### src/rtl/bbp_pkg.sv
package bbp_pkg;
    typedef enum logic [3:0] {
        OP_NOP   = 4'd0,
        OP_ANDC  = 4'd1,
        OP_ANDNC = 4'd2,
        OP_ORC   = 4'd3,
        OP_ORNC  = 4'd4,
        OP_LDC   = 4'd5,
        OP_STC   = 4'd6,
        OP_SETC  = 4'd7,
        OP_CLRC  = 4'd8,
        OP_CPLC  = 4'd9,
        OP_SETB  = 4'd10,
        OP_CLRB  = 4'd11,
        OP_CPLB  = 4'd12
    } bop_e;
endpackage

### src/rtl/bbp_addr_map.sv
module bbp_addr_map #(
    parameter int unsigned ADDR_W   = 8,
    parameter int unsigned DATA_W   = 8,
    parameter int unsigned RAM_BASE = 32,
    parameter int unsigned PSW_BYTE = 208,
    parameter int unsigned CY_IDX   = 7
) (
    input  logic [ADDR_W-1:0]         bit_addr,
    output logic [ADDR_W-1:0]         byte_addr,
    output logic [$clog2(DATA_W)-1:0] bit_idx,
    output logic                      is_psw,
    output logic                      is_cy
);
    localparam int unsigned IDX_W = $clog2(DATA_W);
    localparam logic [ADDR_W-1:0] BASE_A = ADDR_W'(RAM_BASE);
    localparam logic [ADDR_W-1:0] PSW_A  = ADDR_W'(PSW_BYTE);
    localparam logic [IDX_W-1:0]  CY_I   = IDX_W'(CY_IDX);

    always_comb begin
        bit_idx = bit_addr[IDX_W-1:0];
        if (bit_addr[ADDR_W-1]) begin
            byte_addr = {bit_addr[ADDR_W-1:IDX_W], {IDX_W{1'b0}}};
        end else begin
            byte_addr = BASE_A + (bit_addr >> IDX_W);
        end
        is_psw = (byte_addr == PSW_A);
        is_cy  = is_psw && (bit_idx == CY_I);
    end
endmodule

### src/rtl/bbp_alu.sv
module bbp_alu
    import bbp_pkg::*;
(
    input  logic [3:0] op,
    input  logic       bit_i,
    input  logic       cy_i,
    output logic       cy_o,
    output logic       cy_we_o,
    output logic       bit_o,
    output logic       bit_we_o
);
    always_comb begin
        cy_o     = cy_i;
        cy_we_o  = 1'b0;
        bit_o    = bit_i;
        bit_we_o = 1'b0;
        case (op)
            OP_ANDC:  begin cy_o = cy_i & bit_i;  cy_we_o = 1'b1; end
            OP_ANDNC: begin cy_o = cy_i & ~bit_i; cy_we_o = 1'b1; end
            OP_ORC:   begin cy_o = cy_i | bit_i;  cy_we_o = 1'b1; end
            OP_ORNC:  begin cy_o = cy_i | ~bit_i; cy_we_o = 1'b1; end
            OP_LDC:   begin cy_o = bit_i;         cy_we_o = 1'b1; end
            OP_STC:   begin bit_o = cy_i;         bit_we_o = 1'b1; end
            OP_SETC:  begin cy_o = 1'b1;          cy_we_o = 1'b1; end
            OP_CLRC:  begin cy_o = 1'b0;          cy_we_o = 1'b1; end
            OP_CPLC:  begin cy_o = ~cy_i;         cy_we_o = 1'b1; end
            OP_SETB:  begin bit_o = 1'b1;         bit_we_o = 1'b1; end
            OP_CLRB:  begin bit_o = 1'b0;         bit_we_o = 1'b1; end
            OP_CPLB:  begin bit_o = ~bit_i;       bit_we_o = 1'b1; end
            default:  ;
        endcase
    end
endmodule

### src/rtl/bbp_core.sv
module bbp_core
    import bbp_pkg::*;
#(
    parameter int unsigned ADDR_W   = 8,
    parameter int unsigned DATA_W   = 8,
    parameter int unsigned RAM_BASE = 32,
    parameter int unsigned PSW_BYTE = 208,
    parameter int unsigned CY_IDX   = 7
) (
    input  logic              clk,
    input  logic              rst_n,
    input  logic              op_vld_i,
    input  logic [3:0]        op_code_i,
    input  logic [ADDR_W-1:0] bit_addr_i,
    input  logic              cy_i,
    output logic [ADDR_W-1:0] rd_addr_o,
    input  logic [DATA_W-1:0] rd_data_i,
    output logic              res_vld_o,
    output logic              cy_o,
    output logic              cy_we_o,
    output logic              mem_we_o,
    output logic [ADDR_W-1:0] mem_waddr_o,
    output logic [DATA_W-1:0] mem_wdata_o
);
    localparam int unsigned IDX_W    = $clog2(DATA_W);
    localparam int unsigned LO_BYTES = 2 ** (ADDR_W - 1 - IDX_W);
    localparam logic [ADDR_W-1:0] LO_FIRST = ADDR_W'(RAM_BASE);
    localparam logic [ADDR_W-1:0] LO_LAST  = ADDR_W'(RAM_BASE + LO_BYTES - 1);
    localparam logic [ADDR_W-1:0] PSW_A    = ADDR_W'(PSW_BYTE);
    localparam logic [ADDR_W-1:0] CY_BIT_A = ADDR_W'(PSW_BYTE + CY_IDX);

    typedef struct packed {
        logic              vld;
        logic              cy;
        logic              cy_we;
        logic              we;
        logic [ADDR_W-1:0] waddr;
        logic [DATA_W-1:0] wdata;
    } state_t;

    state_t st_d, st_q;

    logic [ADDR_W-1:0] map_byte;
    logic [IDX_W-1:0]  map_idx;
    logic              map_psw, map_cy;
    logic              src_bit;
    logic              alu_cy, alu_cy_we, alu_bit, alu_bit_we;

    bbp_addr_map #(
        .ADDR_W(ADDR_W), .DATA_W(DATA_W), .RAM_BASE(RAM_BASE),
        .PSW_BYTE(PSW_BYTE), .CY_IDX(CY_IDX)
    ) u_map (
        .bit_addr (bit_addr_i),
        .byte_addr(map_byte),
        .bit_idx  (map_idx),
        .is_psw   (map_psw),
        .is_cy    (map_cy)
    );

    assign rd_addr_o = map_byte;
    // the live carry overrides the stored image of the carry bit
    assign src_bit   = map_cy ? cy_i : rd_data_i[map_idx];

    bbp_alu u_alu (
        .op      (op_code_i),
        .bit_i   (src_bit),
        .cy_i    (cy_i),
        .cy_o    (alu_cy),
        .cy_we_o (alu_cy_we),
        .bit_o   (alu_bit),
        .bit_we_o(alu_bit_we)
    );

    always_comb begin
        logic              new_cy;
        logic [DATA_W-1:0] img;
        new_cy = (alu_bit_we && map_cy) ? alu_bit : alu_cy;
        img    = rd_data_i;
        img[map_idx] = alu_bit;
        if (map_psw) begin
            img[CY_IDX] = new_cy;
        end
        st_d     = st_q;
        st_d.vld = op_vld_i;
        if (op_vld_i) begin
            st_d.cy    = new_cy;
            st_d.cy_we = alu_cy_we | (alu_bit_we & map_cy);
            st_d.we    = alu_bit_we;
            st_d.waddr = map_byte;
            st_d.wdata = img;
        end else begin
            st_d.cy_we = 1'b0;
            st_d.we    = 1'b0;
        end
    end

    always_ff @(posedge clk) begin
        if (!rst_n) begin
            st_q <= '0;
        end else begin
            st_q <= st_d;
        end
    end

    assign res_vld_o   = st_q.vld;
    assign cy_o        = st_q.cy;
    assign cy_we_o     = st_q.cy_we;
    assign mem_we_o    = st_q.we;
    assign mem_waddr_o = st_q.waddr;
    assign mem_wdata_o = st_q.wdata;

    p_lo_range_r2: assert property (@(posedge clk) disable iff (!rst_n)
        mem_we_o && !mem_waddr_o[ADDR_W-1] |->
            (mem_waddr_o >= LO_FIRST) && (mem_waddr_o <= LO_LAST));

    p_hi_align_r3: assert property (@(posedge clk) disable iff (!rst_n)
        mem_we_o && mem_waddr_o[ADDR_W-1] |-> mem_waddr_o[IDX_W-1:0] == '0);

    p_cy_only_r4: assert property (@(posedge clk) disable iff (!rst_n)
        op_vld_i && (op_code_i inside {OP_ANDC, OP_ANDNC, OP_ORC, OP_ORNC,
                                       OP_LDC, OP_SETC, OP_CLRC, OP_CPLC})
        |=> cy_we_o && !mem_we_o);

    p_cy_alias_r9: assert property (@(posedge clk) disable iff (!rst_n)
        op_vld_i && op_code_i == OP_SETB && bit_addr_i == CY_BIT_A
        |=> cy_we_o && cy_o && mem_we_o);

    p_psw_carry_r10: assert property (@(posedge clk) disable iff (!rst_n)
        mem_we_o && mem_waddr_o == PSW_A |-> mem_wdata_o[CY_IDX] == cy_o);

    p_idle_quiet_r11: assert property (@(posedge clk) disable iff (!rst_n)
        !op_vld_i |=> !res_vld_o && !cy_we_o && !mem_we_o);
endmodule

### config.mk
export PLATFORM = sky130hd
export DESIGN_NAME = bbp_core
export DESIGN_NICKNAME = d
export VERILOG_FILES = /design/src/rtl/bbp_pkg.sv /design/src/rtl/bbp_addr_map.sv /design/src/rtl/bbp_alu.sv /design/src/rtl/bbp_core.sv
export SDC_FILE = /design/constraint.sdc
export NUM_CORES = 1
export LEC_CHECK = 0
export ABC_AREA = 1
export CORE_MARGIN = 2
export CORE_UTILIZATION = 40
export CTS_BUF_LIST = sky130_fd_sc_hd__clkbuf_2 sky130_fd_sc_hd__clkbuf_4 sky130_fd_sc_hd__clkbuf_8
export CTS_CLUSTER_SIZE = 16
export DETAILED_ROUTE_END_ITERATION = 12
export DONT_BUFFER_PORTS = 1
export SYNTH_ARGS = -nofsm -noshare
export SYNTH_HDL_FRONTEND = slang
export SYNTH_SLANG_ARGS = --single-unit
### constraint.sdc
create_clock -name clk -period 1.4 [get_ports clk]
set_input_delay 0.21 -clock clk [delete_from_list [all_inputs] [get_ports clk]]
set_output_delay 0.21 -clock clk [all_outputs]
set_load 0.005 [all_outputs]
## Word level (Yosys, flattened, before mapping)

Cells that the tools add are included.

- Logic and storage cells: 50
- Flip-flop bits (word level): 20
- Output and inout bits: 28
- Input port bits: 24

- Order comparisons: 2
- Muxes and demuxes: 13
- Add/sub/neg operators: 1
- Bitwise logic cells: 8
- Reduce and logical (&&, ||, !) cells: 6
- Equal/unequal tests: 14

Operators with widths:

| kind | number |
|---|---|
| $eq 4x4->1 const B | 5 |
| $eq 4x3->1 const B | 4 |
| $bwmux 8 | 1 |
| $eq 4x2->1 const B | 2 |
| $eq 8x8->1 const B | 1 |
| $mux 8 | 1 |
| $pmux 1 s8 | 1 |
| $reduce_or 8->1 | 1 |
| $add 6x5->7 const A | 1 |
| $mux 1 | 7 |
| $eq 4x1->1 const B | 1 |
| $lt 3x4->1 const B | 1 |
| $pmux 1 s4 | 1 |
| $reduce_or 4->1 | 1 |
| $and 1x1->1 | 3 |
| $bmux 1 s3 | 1 |
| $demux 1 s3 | 1 |
| $eq 3x3->1 const B | 1 |
| $ge 3x1->1 const B | 1 |
| $logic_and 1x1->1 | 3 |
| $or 1x1->1 | 3 |
| $not 1->1 | 2 |
| $reduce_and 2->1 | 1 |

## Logic depth before layout (Yosys ltp)

- Word-level depth: 10
- Depth in mapped cells: 15
- Mapped depth without buffers: 14

## Modules after synthesis

Synthesis repeated with hierarchy kept, for this count alone.

- Cell total of the unflattened synthesis: 218
- Area, all modules: 1323.8 µm²

Modules (own cells, without submodules):

| module | times used | cells each | area an instance (µm²) | seq. area each (µm²) |
|---|---|---|---|---|
| bbp_core | 1 | 147 | 967.2 | 400.4 |
| bbp_alu | 1 | 46 | 215.2 | 0.0 |
| bbp_addr_map | 1 | 25 | 141.4 | 0.0 |

## Least setup slack after synthesis

No wires, ideal clock.

- Kind: in2reg
- Start point: input port bit_addr_i[0]
- End point: register st_q (netlist bit mem_wdata_o[7])
- Buffers on the path: 1
- Path slack: 0.121 ns
- Data arrival time: 1.159 ns
- Setup time: 0.119 ns
- Cell stages on the path: 15
- Required time: 1.281 ns
- Cells stage by stage: buf_6 -> inv_8 -> nand2_1 -> nand2_1 -> nand2_1 -> nand2_1 -> nand2_1 -> nand2_1 -> nand2_2 -> nand3_1 -> nand2_1 -> nor2_1 -> nand3_2 -> nand3_1 -> a21oi_1

- Cells in the longest elaborated chain, start to end: 8
- Elaborated cells between the ends (all ways): 21
- Classes of those cells: 2 x order compare; 1 x eq/ne; 10 x mux; 5 x bitwise; 3 x reduce/logical

RTL lines:

| element | RTL line | source |
|---|---|---|
| start: declaration | bbp_core.sv:14 | `input logic [ADDR_W-1:0] bit_addr_i,` |
| $bmux 1 s3 / $eq 3x3->1 (equally long branches) | bbp_core.sv:62, bbp_addr_map.sv:27 |  |
| $mux 1 (not written as such) / $logic_and 1x1->1 (equally long branches) | bbp_core.sv:62, bbp_addr_map.sv:27 |  |
| $mux 1 | bbp_core.sv:62 | `assign src_bit = map_cy ? cy_i : rd_data_i[map_idx];` |
| $not 1->1 | bbp_alu.sv:19, bbp_alu.sv:21, bbp_alu.sv:29 |  |
| $or 1x1->1 / $and 1x1->1 (equally long branches) | bbp_alu.sv:21, bbp_alu.sv:19 |  |
| $pmux 1 s8 | bbp_alu.sv:17 | `case (op)` |
| $mux 1 | bbp_core.sv:77 | `new_cy = (alu_bit_we && map_cy) ? alu_bit : alu_cy;` |
| $mux 1 (*) | bbp_core.sv:80 | `if (map_psw) begin` |
| end signal: assignment | bbp_core.sv:101 | `st_q <= st_d;` |
| end: declaration | bbp_core.sv:41 | `state_t st_d, st_q;` |

Every way passes the cells marked *; elsewhere a longest branch is shown, timed or not. The select of a mux whose other input is x is not followed.
A chain may end at the register's enable or synchronous reset.

## Worst setup path in the final report

- Start point: input port op_vld_i
- End point: register st_q (netlist bit mem_waddr_o[5])

RTL lines:

| element | RTL line | source |
|---|---|---|
| start: declaration | bbp_core.sv:12 | `input logic op_vld_i,` |

No word-level cell between the ends.

==> results.yml <==
clock_network:
  clkTransAtPathRegs_ns: 0.11
  root_buffer: "clkbuf_4"
  clock_latency_ns: 0.30
  cts_tree: "built"
  h-tree-depth: 1
  cts_num_sinks: 20
  numCtsBuffers: 3
  ctsLongestPathBuffers: 2
  cts_resized: 0
die:
  die_y_um: 61.3
  fp.coreArea_sq_um: 3080
  dieArea_sq_um: 3750
  die_w_um: 61.3
  initial_core_util: 0.426
  rows: 20
  num_io_pins: 52
routing:
  post_drt_wl_per_cell_um: 12.5
  first_pass_iters: 6
  vias: 1279
  drc_errors: 0
  via_per_inst: 5.29
  wirelength_um: 3040
  drtAntennaViolNets: 0
  dr.first_iter.drc_count: 37
logic_synthesis:
  ys_seq_elements: 20
  avgSynthCellArea_sq_um: 6.62
  synth_area_sq_um: 1310
  ys.flop_type: "dfxtp_1"
  synthCells: 198
  yosysMostFrequentCell: "nand2_1"
  synth_cell_types: 27
  synth_nets: 222
  ys_top_cells_by_count: "nand2_1 (39), nand3_1 (29), inv_1 (21)"
  ys_seq_area_frac: 0.305
  ys_top_cells_by_area: "dfxtp_1 (31%), nand2_1 (11%), nand3_1 (11%)"
  yosysTopAreaCell: "dfxtp_1"
  synth-edff-count: 0
  yosysTopAreaCellShare: 0.305
  yosysWarnings: 0
  synthArstFlopShare: 0
sta:
  final_max_slew_viol_count: 0
  finalHoldViolations: 0
  period_share: 0.881
  setup_viol: 0
  tightest_slew_ns: 0.437
  rsz0062_at_grt: "no"
  setup_tns_ns: 0
  max_freq_ghz: 0.811
  min_period_ns: 1.23
  maxSlewHeadroom: 0.708
  hold_ws_ns: 0.0421
  worst_clock_skew_ns: 0
  setup_ws_ns: 0.167
power_and_ir_drop:
  p_leak_nw: 0.642
  power_density_nw_per_um2: 940
  finalPower_mw: 1.31
  vdd_ir_drop_max_mv: 0.306
placed_design:
  dp_hpwl_um: 2410
  place.gp.congestion: 0.886
  port_buffers: 0
  place_ws_ns: 0.0289
setup_path:
  crit_path_frequent_cell: "dlygate4sd3_1"
  cp_max_fo: 6
  cp_cell_sequence: "dlygate4sd3_1, a31oi_1, dlygate4sd3_1"
  crit_path_end_kind: "flip-flop"
  cp-start-kind: "input pin"
  required_ns: 1.66
  crit_type: "input pin to flip-flop"
  cpMaxStageDelayCell: "dlygate4sd3_1"
  worstPathArrival_ns: 1.49
  critPathMaxStageDelay_ns: 0.57
job:
  maxCapViolCount: 0
status:
  status: "finished, final reports clean"
cells_and_area:
  drive_above_1_share: 0.172
  num-nets-final: 223
  syn2layout_area_growth_pct: 6.49
  n_antenna_cell: 0
  final_core_util: 0.454
hold_path:
  hp-class: "input pin to flip-flop"
grt:
  grt_usage: 0.168
  grt-ovfl-total: 0
  antenna_found_initial: 0
  grt_pass1_wl_um: 4730
  grt_pass1_vias: 1116
  grt_max_degree: 19
[per-layer routing]
metal,vias up,share of wire,track usage
met5,-,0,0
li1,654,-,-
met3,5,0.098,0.0189
met2,65,0.45,0.281
met1,555,0.43,0.212
met4,0,0.019,0.0839
[state kept, by name (all words and copies together) (netlist names)]
| name | count |
|---|---|
| mem_wdata_o | 8 |
| mem_waddr_o | 8 |
| res_vld_o | 1 |
| cy_o | 1 |
| cy_we_o | 1 |
| mem_we_o | 1 |
[worst max-delay path, delay by kind of cell]
| kind | cells | cell delay (ns) |
|---|---|---|
| AOI/OAI and AO/OA | 1 | 0.15 |
| buffers and inverters | 2 | 1.13 |
[cell type report]
| class | instances | area [sq um] |
|---|---|---|
| Clock buffer | 3 | 22.5 |
| Clock inverter | 1 | 30.0 |
| Fill cell | 336 | 1680 |
| Inverter | 28 | 113 |
| Multi-Input combinational cell | 143 | 748 |
| Sequential cell | 20 | 400 |
| Tap cell | 44 | 55.1 |
| Timing Repair Buffer | 3 | 27.5 |
[layout by cell type (no fill, tap or decap), types with 2 or more instances in the layout]
cell and n:
nor2_1 17, a31oi_1 7, o31ai_2 3, nand3_1 29, nand2_4 3, inv_1 21
dfxtp_1 20, nand2_2 4, nand3_2 4, nand2_1 39, clkbuf_4 3, dlygate4sd3_1 2
inv_2 6, nor2_2 5, o21ai_0 12, nor3_1 4, o21ai_1 5, a21oi_1 5
[power by group]
part	switching, mW	total, mW	internal [mW]
clock network	0.172	0.462	0.290
logic	0.138	0.222	0.0838
registers	0.0248	0.628	0.604
[repair_timing]
item	in CTS	in global routing
hold buffers	2	0
setup buffers	0	0
hold endpoints to repair	2	0
[worst paths after layout]
check | start | slack, ns | to | cells past startpoint
setup reg to reg | mem_waddr_o[5]$_SDFFE_PN0P_ | 0.20 | mem_waddr_o[5]$_SDFFE_PN0P_ | 3
setup / recovery | op_vld_i | 0.17 | mem_waddr_o[5]$_SDFFE_PN0P_ | 3
hold / removal | rst_n | 0.04 | mem_waddr_o[3]$_SDFFE_PN0P_ | 2
hold reg to reg | mem_waddr_o[2]$_SDFFE_PN0P_ | 0.50 | mem_waddr_o[2]$_SDFFE_PN0P_ | 2
[per-stage QoR]
stage | cells | cell area (sq um)
after floorplan | 198 | 1310
after global placement | 236 | 1320
after detailed placement | 236 | 1320
after CTS | 242 | 1400
after global routing | 242 | 1400
final | 242 | 1400
[cells by family (layout without fill, tap and decap cells)]
logic type,Yosys count,after routing,synth area share
DFF,20,20,0.305
and+or+nand+nor,110,110,0.418
AOI/OAI and AO/OA,33,33,0.153
buffers and inverters,35,35,0.124
No activity file was read; power rests on OpenSTA's default activity.
